`src/rtl/cmdport_pkg.sv`:
```
package cmdport_pkg;
  localparam int BYTE_W = 8;
  localparam int CFG_W  = 32;

  localparam logic [BYTE_W-1:0] FILL_BYTE = 8'hFF;
  localparam logic [BYTE_W-1:0] TERM_BYTE = 8'hFE;

  localparam int RST_REQ_BIT  = 29;
  localparam int RST_DONE_BIT = 28;

  localparam logic [CFG_W-1:0] HW_BITS =
    (CFG_W'(1) << RST_REQ_BIT) | (CFG_W'(1) << RST_DONE_BIT);
  localparam logic [CFG_W-1:0] SW_MASK = ~HW_BITS;

  typedef enum logic [0:0] {
    RST_IDLE = 1'b0,
    RST_BUSY = 1'b1
  } rst_state_e;
endpackage

```
`src/rtl/cpr_input_sync.sv`:
```
module cpr_input_sync #(
  parameter int W      = 3,
  parameter int STAGES = 2,
  parameter logic [W-1:0] RST_VAL = '0
) (
  input  logic         clk,
  input  logic         rst_n,
  input  logic [W-1:0] d,
  output logic [W-1:0] q
);
  logic [W-1:0] chain [STAGES];

  generate
    for (genvar s = 0; s < STAGES; s++) begin : g_stage
      if (s == 0) begin : g_first
        always_ff @(posedge clk or negedge rst_n) begin
          if (!rst_n) chain[0] <= RST_VAL;
          else        chain[0] <= d;
        end
      end else begin : g_next
        always_ff @(posedge clk or negedge rst_n) begin
          if (!rst_n) chain[s] <= RST_VAL;
          else        chain[s] <= chain[s-1];
        end
      end
    end
  endgenerate

  assign q = chain[STAGES-1];
endmodule

```
`src/rtl/cpr_byte_rx.sv`:
```
module cpr_byte_rx
  import cmdport_pkg::*;
(
  input  logic              clk,
  input  logic              rst_n,
  input  logic              csn_s,
  input  logic              sclk_s,
  input  logic              sdi_s,
  output logic              byte_stb,
  output logic [BYTE_W-1:0] byte_q
);
  localparam int CNT_W = $clog2(BYTE_W);

  logic              sclk_d;
  logic [CNT_W-1:0]  bit_pos;
  logic [BYTE_W-2:0] shreg;
  logic              rise;

  assign rise = sclk_s & ~sclk_d;

  always_ff @(posedge clk or negedge rst_n) begin
    if (!rst_n) begin
      sclk_d   <= 1'b0;
      bit_pos  <= '0;
      shreg    <= '0;
      byte_stb <= 1'b0;
      byte_q   <= '0;
    end else begin
      sclk_d   <= sclk_s;
      byte_stb <= 1'b0;
      if (csn_s) begin
        bit_pos <= '0;
        shreg   <= '0;
      end else if (rise) begin
        if (bit_pos == CNT_W'(BYTE_W-1)) begin
          byte_q   <= {shreg, sdi_s};
          byte_stb <= 1'b1;
          bit_pos  <= '0;
        end else begin
          shreg   <= {shreg[BYTE_W-3:0], sdi_s};
          bit_pos <= bit_pos + 1'b1;
        end
      end
    end
  end
endmodule

```
`src/rtl/cpr_run_detect.sv`:
```
module cpr_run_detect
  import cmdport_pkg::*;
#(
  parameter int RUN_MIN = 15
) (
  input  logic              clk,
  input  logic              rst_n,
  input  logic              byte_stb,
  input  logic [BYTE_W-1:0] byte_q,
  output logic              fwd_stb,
  output logic              restart
);
  localparam int RUN_W = $clog2(RUN_MIN + 1);

  logic [RUN_W-1:0] run_cnt;
  logic             run_full;
  logic             is_fill;
  logic             is_term;
  logic             hit;

  assign run_full = (run_cnt == RUN_W'(RUN_MIN));
  assign is_fill  = (byte_q == FILL_BYTE);
  assign is_term  = (byte_q == TERM_BYTE);
  assign hit      = byte_stb & is_term & run_full;
  assign fwd_stb  = byte_stb & ~hit;

  always_ff @(posedge clk or negedge rst_n) begin
    if (!rst_n) begin
      run_cnt <= '0;
      restart <= 1'b0;
    end else begin
      restart <= hit;
      if (byte_stb) begin
        if (is_fill) begin
          if (!run_full) run_cnt <= run_cnt + 1'b1;
        end else begin
          run_cnt <= '0;
        end
      end
    end
  end
endmodule

```
`src/rtl/cpr_cfg_reset.sv`:
```
module cpr_cfg_reset
  import cmdport_pkg::*;
#(
  parameter int               RST_CYCLES  = 8,
  parameter logic [CFG_W-1:0] CFG_DEFAULT = '0
) (
  input  logic             clk,
  input  logic             rst_n,
  input  logic             wr,
  input  logic [CFG_W-1:0] wdata,
  input  logic             rd,
  output logic [CFG_W-1:0] rdata,
  output logic             busy
);
  localparam int CW = (RST_CYCLES > 1) ? $clog2(RST_CYCLES) : 1;
  localparam logic [CFG_W-1:0] DEF_SW = CFG_DEFAULT & SW_MASK;
  localparam logic [CFG_W-1:0] DONE_M = CFG_W'(1) << RST_DONE_BIT;

  rst_state_e       state;
  logic [CW-1:0]    cnt;
  logic [CFG_W-1:0] cfg_q;
  logic [CFG_W-1:0] cfg_n;
  logic             start;

  assign start = (state == RST_IDLE) && wr && wdata[RST_REQ_BIT];
  assign busy  = (state == RST_BUSY);
  assign rdata = cfg_q | (CFG_W'(busy) << RST_REQ_BIT);

  always_comb begin
    cfg_n = cfg_q;
    if (state == RST_BUSY) begin
      if (cnt == '0) cfg_n = DEF_SW | DONE_M;
    end else if (start) begin
      cfg_n = DEF_SW;
    end else begin
      if (wr) cfg_n = (wdata & SW_MASK) | (cfg_q & ~SW_MASK);
      if (rd) cfg_n = cfg_n & ~DONE_M;
    end
  end

  always_ff @(posedge clk or negedge rst_n) begin
    if (!rst_n) begin
      state <= RST_IDLE;
      cnt   <= '0;
      cfg_q <= DEF_SW;
    end else begin
      cfg_q <= cfg_n;
      if (state == RST_BUSY) begin
        if (cnt == '0) state <= RST_IDLE;
        else           cnt   <= cnt - 1'b1;
      end else if (start) begin
        state <= RST_BUSY;
        cnt   <= CW'(RST_CYCLES - 1);
      end
    end
  end
endmodule

```
`src/rtl/cmdport_resync.sv`:
```
module cmdport_resync
  import cmdport_pkg::*;
#(
  parameter int               RUN_MIN     = 15,
  parameter int               SYNC_STAGES = 2,
  parameter int               RST_CYCLES  = 8,
  parameter logic [CFG_W-1:0] CFG_DEFAULT = '0
) (
  input  logic              clk,
  input  logic              rst_n,
  input  logic              spi_cs_n,
  input  logic              spi_sclk,
  input  logic              spi_sdi,
  output logic              cmd_valid,
  input  logic              cmd_ready,
  output logic [BYTE_W-1:0] cmd_data,
  output logic              dec_restart,
  input  logic              cfg_wr,
  input  logic [CFG_W-1:0]  cfg_wdata,
  input  logic              cfg_rd,
  output logic [CFG_W-1:0]  cfg_rdata,
  output logic              soft_reset_active
);
  logic [2:0]        pins_s;
  logic              byte_stb;
  logic [BYTE_W-1:0] byte_q;
  logic              fwd_stb;

  cpr_input_sync #(
    .W       (3),
    .STAGES  (SYNC_STAGES),
    .RST_VAL (3'b100)
  ) u_sync (
    .clk   (clk),
    .rst_n (rst_n),
    .d     ({spi_cs_n, spi_sclk, spi_sdi}),
    .q     (pins_s)
  );

  cpr_byte_rx u_rx (
    .clk      (clk),
    .rst_n    (rst_n),
    .csn_s    (pins_s[2]),
    .sclk_s   (pins_s[1]),
    .sdi_s    (pins_s[0]),
    .byte_stb (byte_stb),
    .byte_q   (byte_q)
  );

  cpr_run_detect #(
    .RUN_MIN (RUN_MIN)
  ) u_det (
    .clk      (clk),
    .rst_n    (rst_n),
    .byte_stb (byte_stb),
    .byte_q   (byte_q),
    .fwd_stb  (fwd_stb),
    .restart  (dec_restart)
  );

  cpr_cfg_reset #(
    .RST_CYCLES  (RST_CYCLES),
    .CFG_DEFAULT (CFG_DEFAULT)
  ) u_cfg (
    .clk   (clk),
    .rst_n (rst_n),
    .wr    (cfg_wr),
    .wdata (cfg_wdata),
    .rd    (cfg_rd),
    .rdata (cfg_rdata),
    .busy  (soft_reset_active)
  );

  always_ff @(posedge clk or negedge rst_n) begin
    if (!rst_n) begin
      cmd_valid <= 1'b0;
      cmd_data  <= '0;
    end else if (fwd_stb) begin
      cmd_valid <= 1'b1;
      cmd_data  <= byte_q;
    end else if (cmd_valid && cmd_ready) begin
      cmd_valid <= 1'b0;
    end
  end
endmodule

```
`config.mk`:
```
export PLATFORM = sky130hd
export DESIGN_NAME = cmdport_resync
export DESIGN_NICKNAME = d
export VERILOG_FILES = /design/src/rtl/cmdport_pkg.sv /design/src/rtl/cpr_input_sync.sv /design/src/rtl/cpr_byte_rx.sv /design/src/rtl/cpr_run_detect.sv /design/src/rtl/cpr_cfg_reset.sv /design/src/rtl/cmdport_resync.sv
export SDC_FILE = /design/constraint.sdc
export NUM_CORES = 1
export LEC_CHECK = 0
export CAP_MARGIN = 20
export CORE_MARGIN = 4
export CORE_UTILIZATION = 49
export CTS_BUF_LIST = sky130_fd_sc_hd__clkbuf_8
export DETAILED_ROUTE_END_ITERATION = 10
export PLACE_DENSITY = 0.83
export REMOVE_ABC_BUFFERS = 1
export SKIP_CTS_REPAIR_TIMING = 1
export SLEW_MARGIN = 10
export SYNTH_ARGS = -nofsm -noshare
export SYNTH_HDL_FRONTEND = slang
export SYNTH_HIERARCHICAL = 1
export SYNTH_SLANG_ARGS = --single-unit
```
`constraint.sdc`:
```
create_clock -name clk -period 1.8 [get_ports clk]
set_input_delay 0.36 -clock clk [delete_from_list [all_inputs] [get_ports clk]]
set_output_delay 0.36 -clock clk [all_outputs]
set_load 0.01 [all_outputs]
```
==> key figures <==
GRT
  – Gr ovfl total: 0
  – GRT Total Usage: 18.6%
  – Largest net degree at the start of global routing: 42
  – Met1 Use GR: between 20% and 30%
  – GRT Max-Usage Layer: met2
  – Vias in the first global route: roughly 2300
  – Met2 Track Usage GR: ~30%
  – Met3 usage: between 3 and 4%
  – Initial antenna violation count: 0
  – First-pass GRT wire length: between 10000 and 15000 um

Timing
  – Hold Vio Cnt, Final: 0
  – Min Tclk post-route: 1.71 ns
  – Max-slew violation count: 0
  – Unrepaired setup endpoints after global routing: false
  – Rel. slew slack: about 70%
  – Highest clock rate: 584 MHz
  – Final worst-path cycle share: 95.1%
  – Pin slew with the least headroom to its limit: 0.479 ns
  – # setup viols final: 0
  – Clock Skew: 0.0112 ns

Status
  – Status: complete, no violations

Detailed routing
  – Post-Route WL: 6600 um
  – Via/cell ratio: around 5.5
  – TritonRoute pass-1 iters: 4
  – Starting DRT DRC Count: ~100
  – WL/cell: 16.9 um
  – Vias: between 2000 and 2500
  – Drc violations: 0
  – Post-DRT Antenna Nets: 0

Critical path
  – Flop2flop setup slack: roughly 0.11 ns
  – Worst Setup EP: soft_reset_active
  – Critical path class: reg -> out
  – Worst R2R End: cmd_data[1]
  – Critical path depth in cells: 1
  – Largest stage delay, worst path: between 0.5 and 0.6 ns
  – Crit path DAT: roughly 1.4 ns
  – Critical R2R Launch: u_det/run_cnt[0]
  – Worst EP required: 1.44 ns
  – Critical-path top delay cell: clkdlybuf4s50_1
  – Worst setup path startpoint: u_cfg/busy
  – Crit path max fanout: 9
  – Crit start category: flop
  – CP Buf/Inv Count: 1
  – Endpoint class of the critical path: output pin
  – Path depth of the worst reg2reg path: 6
  – Crit path cell chain: clkdlybuf4s50_1
  – CP top delay family: buffers and inverters

Place
  – IO Port Bufs: a little over 80
  – Post-DP HPWL: between 4000 and 5000 um
  – Gpl congestion: ~0.74
  – Placed insts: between 300 and 400
  – Placed Area: around 3900 um^2

Clock network
  – Clk sink count: 75
  – Root buffer cell: clkbuf_8
  – Clock slew at reported path FFs: approximately 0.080 ns
  – CTS tree: done
  – H-tree depth reported by CTS: 3
  – Cts bufs inserted: 9
  – Skew-Pair Late Insertion Delay: 0.34 ns
  – CTS Buffer Depth: 2

Synthesis
  – Top_reg_cell synth: dfrtp_1
  – Ys Warns: 6
  – Yosys reg bits: 75
  – Post-synth EDFFs: 0
  – Syn_area_per_cell: approximately 14 um^2
  – Post-synthesis cell area: about 3000 um^2
  – Share of the yosys chip area belonging to registers: 62.3%
  – Synth unique cells: 38
  – Async SR Flop Fraction: 100%
  – Synth Instances: around 220

Pwr
  – Switching share of power: between 20 and 30%
  – Total leakage power: 0.00189 uW
  – Worst IR Drop VDD: roughly 0.76 mV
  – Cell Pwr Density: ~1100 nW/um^2
  – Internal power: ~3100 uW
  – Clock share of power: between 20% and 30%
  – Comb pwr share: about 27%
  – NetSw: approximately 1300 uW
  – Flop pwr share: between 40% and 50%
  – Tot Pwr: between 4000 and 5000 uW

Floorplan
  – Row cnt: 28
  – Initial Utilization: approximately 50%
  – Die extent in y: roughly 86 um
  – Core area: between 5000 and 6000 um^2
  – Die ar.: 7470 um^2
  – Die width: around 86 um
  – I/O Pins: a little over 80

Layout
  – Layout cell share with drive strength beyond 1: between 10% and 20%
  – Area Overhead vs Synth: 35.4%
  – Final nets: 356
  – Final Instance Count excl. Fillers: 390
  – Post-route design area: 4080 um^2
  – Antenna Cells: 0

Worst hold path
  – Min-delay worst type: reg -> reg

Job
  – Max Cap Viol: 0
cell usage after synthesis (4+ instances only):
master,n,area [um^2]
buf_4,4,30.0
dfrtp_1,73,1830
inv_1,8,30.0
mux2i_1,4,40.0
ha_1,6,75.1
mux2_2,8,90.1
buf_6,5,56.3
nor2_1,6,22.5
mux2_4,8,120
nand2_1,16,60.1
a21oi_1,13,65.1
nand3_1,5,25.0
a22o_1,30,263
state kept, by name, summed over array words and instances, names as in the netlist:
| register | count |
|---|---|
| u_cfg/busy | 1 |
| u_sync/q | 3 |
| u_rx/sclk_d | 1 |
| u_rx/byte_q | 8 |
| u_rx/shreg | 7 |
| u_sync/chain | 3 |
| cmd_data | 8 |
| cmd_valid | 1 |
| u_rx/bit_pos | 3 |
| u_cfg/cfg_q | 31 |
| u_cfg/cnt | 3 |
| u_rx/byte_stb | 1 |
| u_det/restart | 1 |
| u_det/run_cnt | 4 |
power by group through the flow:
stage / Clock (uW) / Sequential, uW / Combinational [uW]
global placement: 0 / 2100 / 1160
global route: 1180 / 2130 / 1290
CTS: 1110 / 2090 / 1210
floorplan: 0 / 2190 / 430
detailed placement: 0 / 2120 / 1190
finish: 1090 / 2090 / 1200
cell families after synthesis:
kind of cell | after synthesis | synth area share [%]
flops | 75 | 62.3
simple gates | 45 | 8.67
mux | 20 | 8.30
compound gates | 54 | 13.6
buf+inv | 22 | 4.61
fa+ha+maj | 6 | 2.49
layer usage:
| metal | wire (um) | up-vias |
|---|---|---|
| met5 | 0 | - |
| met4 | 267 | 0 |
| met3 | 264 | 23 |
| met2 | 3380 | 75 |
| met1 | 2690 | 1074 |
| li1 | - | 983 |
stage by stage:
step	worst slack (ns)	hold slack (ns)	util, %	setup TNS, ns
floorplan	-0.843	0.0644	-	-25.79
global placement	0.170	0.331	65.5	0
detailed placement	0.124	0.335	65.5	0
CTS	-0.00274	-0.0246	68.3	-0.00522
global route	0.0201	0.360	68.5	0
finish	0.0890	0.350	68.5	0
how the worst min path moves through the flow:
stage                         start               to  slack [ns]  cells after the start
finish              u_sync/chain[3]      u_sync/q[0]        0.35                      0
global placement              rst_n  u_cfg/cfg_q[31]        0.33                      1
floorplan                     rst_n      cmd_data[0]        0.06                      0
detailed placement  u_sync/chain[3]      u_sync/q[0]        0.33                      0
global route        u_sync/chain[5]      u_sync/q[2]        0.36                      0
CTS                           rst_n   u_cfg/cfg_q[8]       -0.02                      1
cell type report:
type	count	area, um^2
clock buffers	10	138
fillers	423	1870
clock inverters	6	26.3
well taps	75	93.8
inverters	8	30.0
repair buffers	91	908
flip-flops and latches	75	1880
multi-input cells	125	1000
cells in the final DEF (no fill, tap or decap), types with 3 or more instances in the layout:
cell type	count
clkdlybuf4s50_1	80
dfrtp_1	72
a22o_1	30
nand2_1	16
a21oi_1	13
inv_1	11
clkbuf_8	10
mux2_4	8
mux2_2	8
buf_4	7
nor2_1	6
nand3_1	5
ha_1	5
mux2i_1	4
clkinv_2	3
(Power assumes the default switching activity.)
